## config.mk

```make
export PLATFORM = sky130hd
export DESIGN_NAME = ring_node
export DESIGN_NICKNAME = d
export VERILOG_FILES = /design/src/rtl/ring_node.sv
export SDC_FILE = /design/constraint.sdc
export NUM_CORES = 2
export LEC_CHECK = 0
export ABC_AREA = 1
export CAP_MARGIN = 20
export CORE_MARGIN = 2
export CORE_UTILIZATION = 39
export CTS_CLUSTER_SIZE = 25
export DETAILED_ROUTE_END_ITERATION = 12
export DONT_BUFFER_PORTS = 1
export GPL_TIMING_DRIVEN = 0
export PLACE_DENSITY_LB_ADDON = 0.25
export RECOVER_POWER = 25
export SYNTH_ARGS = -nofsm -noshare
export SYNTH_HDL_FRONTEND = slang
export SYNTH_SLANG_ARGS = --single-unit
```

## constraint.sdc

```tcl
create_clock -name clk -period 10.9 [get_ports clk]
set_clock_uncertainty 0.05 [all_clocks]
set_input_delay 1.635 -clock clk [delete_from_list [all_inputs] [get_ports clk]]
set_output_delay 1.635 -clock clk [all_outputs]
set_load 0.005 [all_outputs]
```

## src/rtl/ring_node.sv

```systemverilog
module ring_node #(
  parameter int NODE_ID     = 3,
  parameter int MAX_WORDS   = 32,
  parameter int RX_DEPTH    = 64,
  parameter int RETRY_LIMIT = 3,
  parameter int ECHO_DEPTH  = 2
) (
  input  logic        clk,
  input  logic        rst_n,
  input  logic        in_flag,
  input  logic [15:0] in_data,
  output logic        out_flag,
  output logic [15:0] out_data,
  input  logic        tx_wr,
  input  logic [15:0] tx_wdata,
  input  logic        tx_go,
  input  logic [3:0]  tx_dst,
  input  logic [3:0]  tx_tag,
  input  logic        tx_kind,
  output logic        tx_ready,
  output logic        tx_done,
  output logic        tx_fail,
  output logic        rx_valid,
  output logic        rx_first,
  output logic [15:0] rx_data,
  input  logic        rx_rd
);
  localparam int BYP_AW   = $clog2(MAX_WORDS + 4);
  localparam int BYP_DEPTH = 1 << BYP_AW;
  localparam int RX_AW    = $clog2(RX_DEPTH);
  localparam int EQ_AW    = $clog2(ECHO_DEPTH);
  localparam int TXI_W    = $clog2(MAX_WORDS);
  localparam int TXC_W    = $clog2(MAX_WORDS + 1);
  localparam int IDX_W    = $clog2(MAX_WORDS + 3);
  localparam int LEN_W    = $clog2(MAX_WORDS + 4);
  localparam int RT_W     = $clog2(RETRY_LIMIT + 1);
  localparam logic [LEN_W-1:0] LEN_MAX = LEN_W'(MAX_WORDS + 2);
  localparam logic [RX_AW:0]   RX_LIM  = (RX_AW+1)'(RX_DEPTH - MAX_WORDS - 2);
  localparam logic [EQ_AW:0]   EQ_FULL = (EQ_AW+1)'(ECHO_DEPTH);
  localparam logic [3:0]       ID      = 4'(NODE_ID);
  localparam logic [1:0]       K_ECHO  = 2'b10;

  typedef enum logic [1:0] {T_IDLE, T_SEND, T_WAIT} tx_st_t;

  function automatic logic [15:0] crc_step(input logic [15:0] c, input logic [15:0] d);
    logic [15:0] r;
    r = c;
    for (int i = 15; i >= 0; i--)
      r = (r[15] ^ d[i]) ? ({r[14:0], 1'b0} ^ 16'h1021) : {r[14:0], 1'b0};
    return r;
  endfunction

  // ---------------- receive side ----------------
  logic             prev_flag, cur_mine, cur_store, cur_bsy;
  logic [3:0]       cur_src, cur_tag;
  logic [1:0]       cur_type;
  logic [LEN_W-1:0] cur_len;
  logic [15:0]      rx_crc;
  logic [16:0]      rx_mem [RX_DEPTH];
  logic [RX_AW:0]   wr_ptr, cm_ptr, rd_ptr;
  logic [15:0]      eq_mem [ECHO_DEPTH];
  logic [EQ_AW:0]   eq_wp, eq_rp;

  wire sop      = in_flag & ~prev_flag;
  wire eop      = ~in_flag & prev_flag;
  wire hdr_mine = in_data[15:12] == ID;
  wire mine_now = sop ? hdr_mine : cur_mine;
  wire [RX_AW:0] rx_used = wr_ptr - rd_ptr;
  wire store_now = sop ? (hdr_mine && in_data[7:6] != K_ECHO && rx_used <= RX_LIM) : cur_store;
  wire rx_wr    = in_flag & store_now & (sop | (cur_len < LEN_MAX));
  wire eq_full  = (eq_wp - eq_rp) == EQ_FULL;
  wire rx_good  = (rx_crc == 16'h0) && (cur_len >= LEN_W'(2)) && (cur_len <= LEN_MAX);
  wire end_data = eop & cur_mine & (cur_type != K_ECHO);
  wire eq_push  = end_data & rx_good & ~eq_full;
  wire echo_in  = eop & cur_mine & (cur_type == K_ECHO) & rx_good & (cur_len == LEN_W'(2));

  always_ff @(posedge clk) begin
    if (!rst_n) begin
      prev_flag <= 1'b0; cur_mine <= 1'b0; cur_store <= 1'b0; cur_bsy <= 1'b0;
      cur_src <= '0; cur_tag <= '0; cur_type <= '0; cur_len <= '0; rx_crc <= '0;
      wr_ptr <= '0; cm_ptr <= '0; eq_wp <= '0;
    end else begin
      prev_flag <= in_flag;
      if (sop) begin
        cur_mine  <= hdr_mine;
        cur_store <= store_now;
        cur_src   <= in_data[11:8];
        cur_type  <= in_data[7:6];
        cur_bsy   <= in_data[5];
        cur_tag   <= in_data[3:0];
        cur_len   <= LEN_W'(1);
        rx_crc    <= crc_step(16'hFFFF, in_data);
      end else if (in_flag) begin
        if (cur_len <= LEN_MAX) cur_len <= cur_len + LEN_W'(1);
        rx_crc <= crc_step(rx_crc, in_data);
      end
      if (rx_wr) begin
        rx_mem[wr_ptr[RX_AW-1:0]] <= {sop, in_data};
        wr_ptr <= wr_ptr + 1'b1;
      end else if (end_data && cur_store) begin
        if (rx_good && !eq_full) begin
          wr_ptr <= wr_ptr - 1'b1;
          cm_ptr <= wr_ptr - 1'b1;
        end else begin
          wr_ptr <= cm_ptr;
        end
      end
      if (eq_push) begin
        eq_mem[eq_wp[EQ_AW-1:0]] <= {cur_src, ID, K_ECHO, ~cur_store, 1'b0, cur_tag};
        eq_wp <= eq_wp + 1'b1;
      end
    end
  end

  always_ff @(posedge clk) begin
    if (!rst_n) rd_ptr <= '0;
    else if (rx_rd && rx_valid) rd_ptr <= rd_ptr + 1'b1;
  end

  assign rx_valid = rd_ptr != cm_ptr;
  assign {rx_first, rx_data} = rx_mem[rd_ptr[RX_AW-1:0]];

  // ---------------- bypass queue ----------------
  logic [16:0]       byp_mem [BYP_DEPTH];
  logic [BYP_AW-1:0] byp_wp, byp_rp;
  logic [BYP_AW:0]   byp_cnt;
  logic              ins_on;

  wire byp_push = (in_flag & ~mine_now) | (eop & ~cur_mine);
  wire byp_pop  = ~ins_on & (byp_cnt != '0);

  always_ff @(posedge clk) begin
    if (!rst_n) begin
      byp_wp <= '0; byp_rp <= '0; byp_cnt <= '0;
    end else begin
      if (byp_push) begin
        byp_mem[byp_wp] <= {in_flag, in_flag ? in_data : 16'h0};
        byp_wp <= byp_wp + 1'b1;
      end
      if (byp_pop) byp_rp <= byp_rp + 1'b1;
      byp_cnt <= byp_cnt + (BYP_AW+1)'(byp_push) - (BYP_AW+1)'(byp_pop);
    end
  end

  // ---------------- transmit and output ----------------
  tx_st_t           tx_st;
  logic [15:0]      tx_buf [MAX_WORDS];
  logic [TXC_W-1:0] tx_n;
  logic [3:0]       t_dst, t_tag;
  logic             t_kind, ins_echo;
  logic [RT_W-1:0]  rcnt;
  logic [IDX_W-1:0] ins_idx;
  logic [15:0]      ocrc;

  wire [15:0]      tx_hdr  = {t_dst, ID, 1'b0, t_kind, 2'b00, t_tag};
  wire [IDX_W-1:0] ins_len = ins_echo ? '0 : IDX_W'(tx_n);
  wire [15:0]      tx_word = tx_buf[TXI_W'(ins_idx - 1'b1)];
  wire             eq_any  = eq_wp != eq_rp;
  wire             can_ins = ~ins_on & (byp_cnt == '0);
  wire             echo_hit = echo_in & (tx_st == T_WAIT) & (cur_tag == t_tag) & (cur_src == t_dst);

  assign tx_ready = tx_st == T_IDLE;

  always_ff @(posedge clk) begin
    if (!rst_n) begin
      tx_st <= T_IDLE; tx_n <= '0; t_dst <= '0; t_tag <= '0; t_kind <= 1'b0;
      rcnt <= '0; ins_on <= 1'b0; ins_echo <= 1'b0; ins_idx <= '0; ocrc <= '0;
      eq_rp <= '0; out_flag <= 1'b0; out_data <= '0; tx_done <= 1'b0; tx_fail <= 1'b0;
    end else begin
      tx_done <= 1'b0;
      tx_fail <= 1'b0;
      if (tx_st == T_IDLE) begin
        if (tx_go) begin
          tx_st <= T_SEND; t_dst <= tx_dst; t_tag <= tx_tag; t_kind <= tx_kind; rcnt <= '0;
        end else if (tx_wr && tx_n < TXC_W'(MAX_WORDS)) begin
          tx_buf[TXI_W'(tx_n)] <= tx_wdata;
          tx_n <= tx_n + 1'b1;
        end
      end
      if (echo_hit) begin
        if (!cur_bsy) begin
          tx_st <= T_IDLE; tx_done <= 1'b1; tx_n <= '0;
        end else if (rcnt == RT_W'(RETRY_LIMIT)) begin
          tx_st <= T_IDLE; tx_fail <= 1'b1; tx_n <= '0;
        end else begin
          tx_st <= T_SEND; rcnt <= rcnt + 1'b1;
        end
      end
      if (ins_on) begin
        ins_idx <= ins_idx + 1'b1;
        if (ins_idx <= ins_len) begin
          out_flag <= 1'b1; out_data <= tx_word; ocrc <= crc_step(ocrc, tx_word);
        end else if (ins_idx == ins_len + 1'b1) begin
          out_flag <= 1'b1; out_data <= ocrc;
        end else begin
          out_flag <= 1'b0; out_data <= '0; ins_on <= 1'b0;
          if (!ins_echo) tx_st <= T_WAIT;
        end
      end else if (byp_pop) begin
        {out_flag, out_data} <= byp_mem[byp_rp];
      end else if (can_ins && eq_any) begin
        out_flag <= 1'b1; out_data <= eq_mem[eq_rp[EQ_AW-1:0]];
        ocrc <= crc_step(16'hFFFF, eq_mem[eq_rp[EQ_AW-1:0]]);
        ins_on <= 1'b1; ins_echo <= 1'b1; ins_idx <= IDX_W'(1); eq_rp <= eq_rp + 1'b1;
      end else if (can_ins && tx_st == T_SEND) begin
        out_flag <= 1'b1; out_data <= tx_hdr; ocrc <= crc_step(16'hFFFF, tx_hdr);
        ins_on <= 1'b1; ins_echo <= 1'b0; ins_idx <= IDX_W'(1);
      end else begin
        out_flag <= 1'b0; out_data <= '0;
      end
    end
  end
endmodule

```

==> out/qor.txt <==
=================================================================================================================
Synth Register Bits                                                                                         2,861
Leading cell types in the layout, fill and taps excluded                                             edfxtp_1, nor2_1, o21ai_0, nand2_1, clkbuf_1
Proportion of netlist area held by the largest area contributor                                             0.700
Core region area                                                                                      0.297 sq mm
Distinct cell type count after synthesis                                                                       58
Count of H-tree levels built during CTS                                                                         5
Hold buffer count at CTS                                                                                        0
Critical Path Source Type                                                                                    flop
Maximum buffer depth of the clock tree                                                                          4
Ranking of synthesized cells by area                                                                 edfxtp_1, o21ai_0, nor2_1, dfxtp_1, nand3_1
Gate count of the mapped netlist                                                                            9,381
Share of async-settable or async-resettable flops after synthesis                                               0
Dpl cell area                                                                                         0.126 sq mm
Post-synthesis cell area                                                                              0.116 sq mm
Worst-Margin Slew                                                                                         1.31 ns
Vertical die dimension                                                                                     549 um
Sequential cell area                                                                                 0.0844 sq mm
Pre-CTS setup slack                                                                                       4.10 ns
Fraction of layout instances using a drive strength above 1                                                0.0961
Complex-gate fraction of the synthesized area                                                               0.120
Basic-gate share of the synthesized area counting and, or, nand and nor cells                               0.107
Total detailed-routing wirelength                                                                          481 mm
Clock root cell                                                                                         clkbuf_16
Avg WL per Cell                                                                                           34.2 um
Post-CTS setup repair buffer count                                                                              0
Path category of the worst min-delay check                                                                reg2reg
Status                                                                                               finished, violations left
Ratio of total power to cell area                                                                     219 mW/mm^2
Fraction of the yosys area taken by sequential cells                                                        0.727
RePlAce Congestion                                                                                           1.06
Category of the most critical setup path                                                                  reg2out
Die span in x                                                                                              549 um
Cell area after layout                                                                                0.136 sq mm
Post-DP HPWL                                                                                               329 mm
Number of synthesized flops with an enable pin                                                              2,706
Row cnt                                                                                                       200
Count of instances resized after the clock tree is built                                                        0
Number of antenna violations at the first check in global routing                                              24
# nets final                                                                                                9,949
Wire length of the first global-routing pass                                                               651 mm
Maxcap violations                                                                                               0
Clock tree from TritonCTS                                                                                     yes
Multi-input logic area                                                                               0.0292 sq mm
CP arrival                                                                                                5.86 ns
Unrepaired setup endpoints after global routing                                                             false
Net count after synthesis                                                                                   9,466
Largest family of logic cells by synthesized area                                                    compound AO/OA/AOI/OAI gates
Final period utilization                                                                                    0.692
Initial core utilization                                                                                    0.391
Kind of cell adding the most delay to the critical path                                              buffers and inverters
Warnings, synthesis                                                                                             0
Worst path cell trace                                                                                buf_2, clkbuf_1, clkbuf_1, nor2_1, o22ai_1, nor2_1, o311ai_0, o211ai_1, nand2_1
DRC violation total after the first TritonRoute iteration                                                   15.4k
Slew margin rel.                                                                                            0.124
Max-slew violation count                                                                                        0
Post-synthesis to final-layout area growth                                                                  17.1%
Total iterations of the first detailed-routing run                                                              6
Crit path setup slack, layout                                                                             3.36 ns
Clock buffer count from CTS                                                                                   310
Residual DRC count                                                                                              0
Xor-xnor portion of the synthesized cell area                                                             0.00928
Largest incremental delay on the critical path                                                            0.95 ns
Worst endpoint required time                                                                              9.22 ns
Total congestion overflow                                                                                       0
Total of buffers placed on input and output ports                                                               0
Final antenna-violating net count                                                                               1
Highest achievable clock rate                                                                             133 MHz
Clock insertion delay at the later pin of the skew report                                                 0.98 ns
Clock-pin slew reported for the worst setup and hold paths after clock tree synthesis                     0.06 ns
Leading area contributor after synthesis                                                                 edfxtp_1
Number of top-level pins                                                                                       85
Leakage component of the power                                                                            44.3 nW
Vias per cell                                                                                                6.24
Most frequent standard cell in the layout excluding fill and tap cells                                   edfxtp_1
Critical path endpoint category                                                                       output port
Hold violation total from the final report                                                                      0
Failing checks                                                                                       antenna rules
Count of fill cells added during filler insertion                                                           26.4k
Share of synthesized area spent on multiplexers                                                          0.000787
Commonest register cell after synthesis                                                                  edfxtp_1
Clock net sink count                                                                                        2,861
Vias in the first global route                                                                              81.3k
Area of the die                                                                                       0.302 sq mm
Arithmetic-cell share of the synthesized area counting full adders, half adders and majority gates        0.00423
CP max-delay cell                                                                                        o311ai_0
Global-route total usage across every layer                                                                 0.309
Worst hold slack                                                                                         0.396 ns
Synthesized area per cell                                                                              12.4 sq um
Worst Path Buf+Inv                                                                                              3
Max IR drop VDD                                                                                          0.140 mV
Final min period                                                                                          7.54 ns
Final setup fails                                                                                               0
Vias post-DR                                                                                                87.8k
Maximum fanout along the worst path                                                                            10
Maximum number of pins on one net before global-route repair                                                   69
=================================================================================================================
-- state kept, by name, summed over array words and instances, names as in the netlist, 6 cells and up, named ones only --
register / flops
cm_ptr: 7
tx_n: 6
rx_crc: 16
cur_len: 6
rx_mem: 1088
byp_rp: 6
rd_ptr: 7
byp_mem: 1088
out_data: 16
tx_buf: 512
ocrc: 16
ins_idx: 6
byp_cnt: 7
byp_wp: 6
eq_mem: 18
wr_ptr: 7
-- routing by layer --
| metal | vias up | global-route usage | share of wire |
|---|---|---|---|
| met5 | - | 0 | 0.00012 |
| met4 | 10 | 0.180 | 0.070 |
| met3 | 1537 | 0.0920 | 0.14 |
| met2 | 7037 | 0.452 | 0.42 |
| met1 | 43600 | 0.408 | 0.37 |
| li1 | 35600 | - | - |
-- per-stage QoR --
step                setup TNS [ns]  power [W]  instances  utilization
global route                     0     0.0304      14000        0.458
CTS                              0     0.0295      14000        0.458
global placement            -17.87     0.0190      13300        0.408
detailed placement               0     0.0191      13500        0.424
floorplan                        0     0.0161       9381            -
finish                           0     0.0298      14100        0.458
-- where the power goes --
| group | leakage (nW) | switching [W] | internal, W |
|---|---|---|---|
| registers | 25.7 | 0.000100 | 0.0121 |
| logic | 13.7 | 0.00535 | 0.00168 |
| clock network | 4.86 | 0.00456 | 0.00598 |
-- kinds of logic (layout without fill, tap and decap cells) --
kind of cell,count (synthesis),after routing
adder cells (fa/ha/maj),38,38
buffers and inverters,873,1598
flip-flops,2861,2861
other,0,12
XOR/XNOR,120,120
multiplexers,9,9
AND/OR/NAND/NOR,3065,3065
AO/OA/AOI/OAI,2415,2415
-- cells in the mapped netlist, types with 3 or more instances --
master       n
a211oi_1     7
a21oi_1    123
a221oi_1     7
a31oi_1     22
a32o_1       6
and3_1       3
buf_1       17
buf_2       72
buf_4       27
buf_6       23
clkbuf_1   493
clkinv_1     7
dfxtp_1    155
edfxtp_1  2706
ha_1        36
inv_1      209
inv_2       23
mux2i_1      8
nand2_1    612
nand2_2     19
nand3_1    502
nand3_2      4
nand3b_1     7
nand4_1     21
nor2_1    1842
nor3_1      26
nor3b_1      4
nor4_1       9
o211ai_1    81
o21a_1       3
o21ai_0   1423
o21ai_1     74
o21bai_1     6
o221ai_1   236
o22ai_1    375
o311ai_0    25
o31ai_1      4
o32ai_1     18
or2_2        8
xnor2_1     50
xor2_1      68
-- final timing paths --
path                            depth (start not counted)           end  slack (ns)       from
worst max-delay path                                    9   rx_data[15]        3.36       flop
worst min-delay path                                    1          flop        0.40  byp_rp[5]
worst max register to register                         12  out_data[10]        5.28       flop
worst min register to register                          1          flop        0.40  byp_rp[5]
-- cell type report --
| type | count | area share |
|---|---|---|
| inverters | 240 | 0.00668 |
| plain buffers | 633 | 0.0202 |
| repair buffers | 171 | 0.0276 |
| well taps | 3939 | 0.0363 |
| flip-flops and latches | 2861 | 0.621 |
| multi-input cells | 5647 | 0.215 |
| clock inverters | 164 | 0.0128 |
| diodes | 12 | 0.000221 |
| clock buffers | 390 | 0.0609 |
Power figures use the tool's default switching activity.
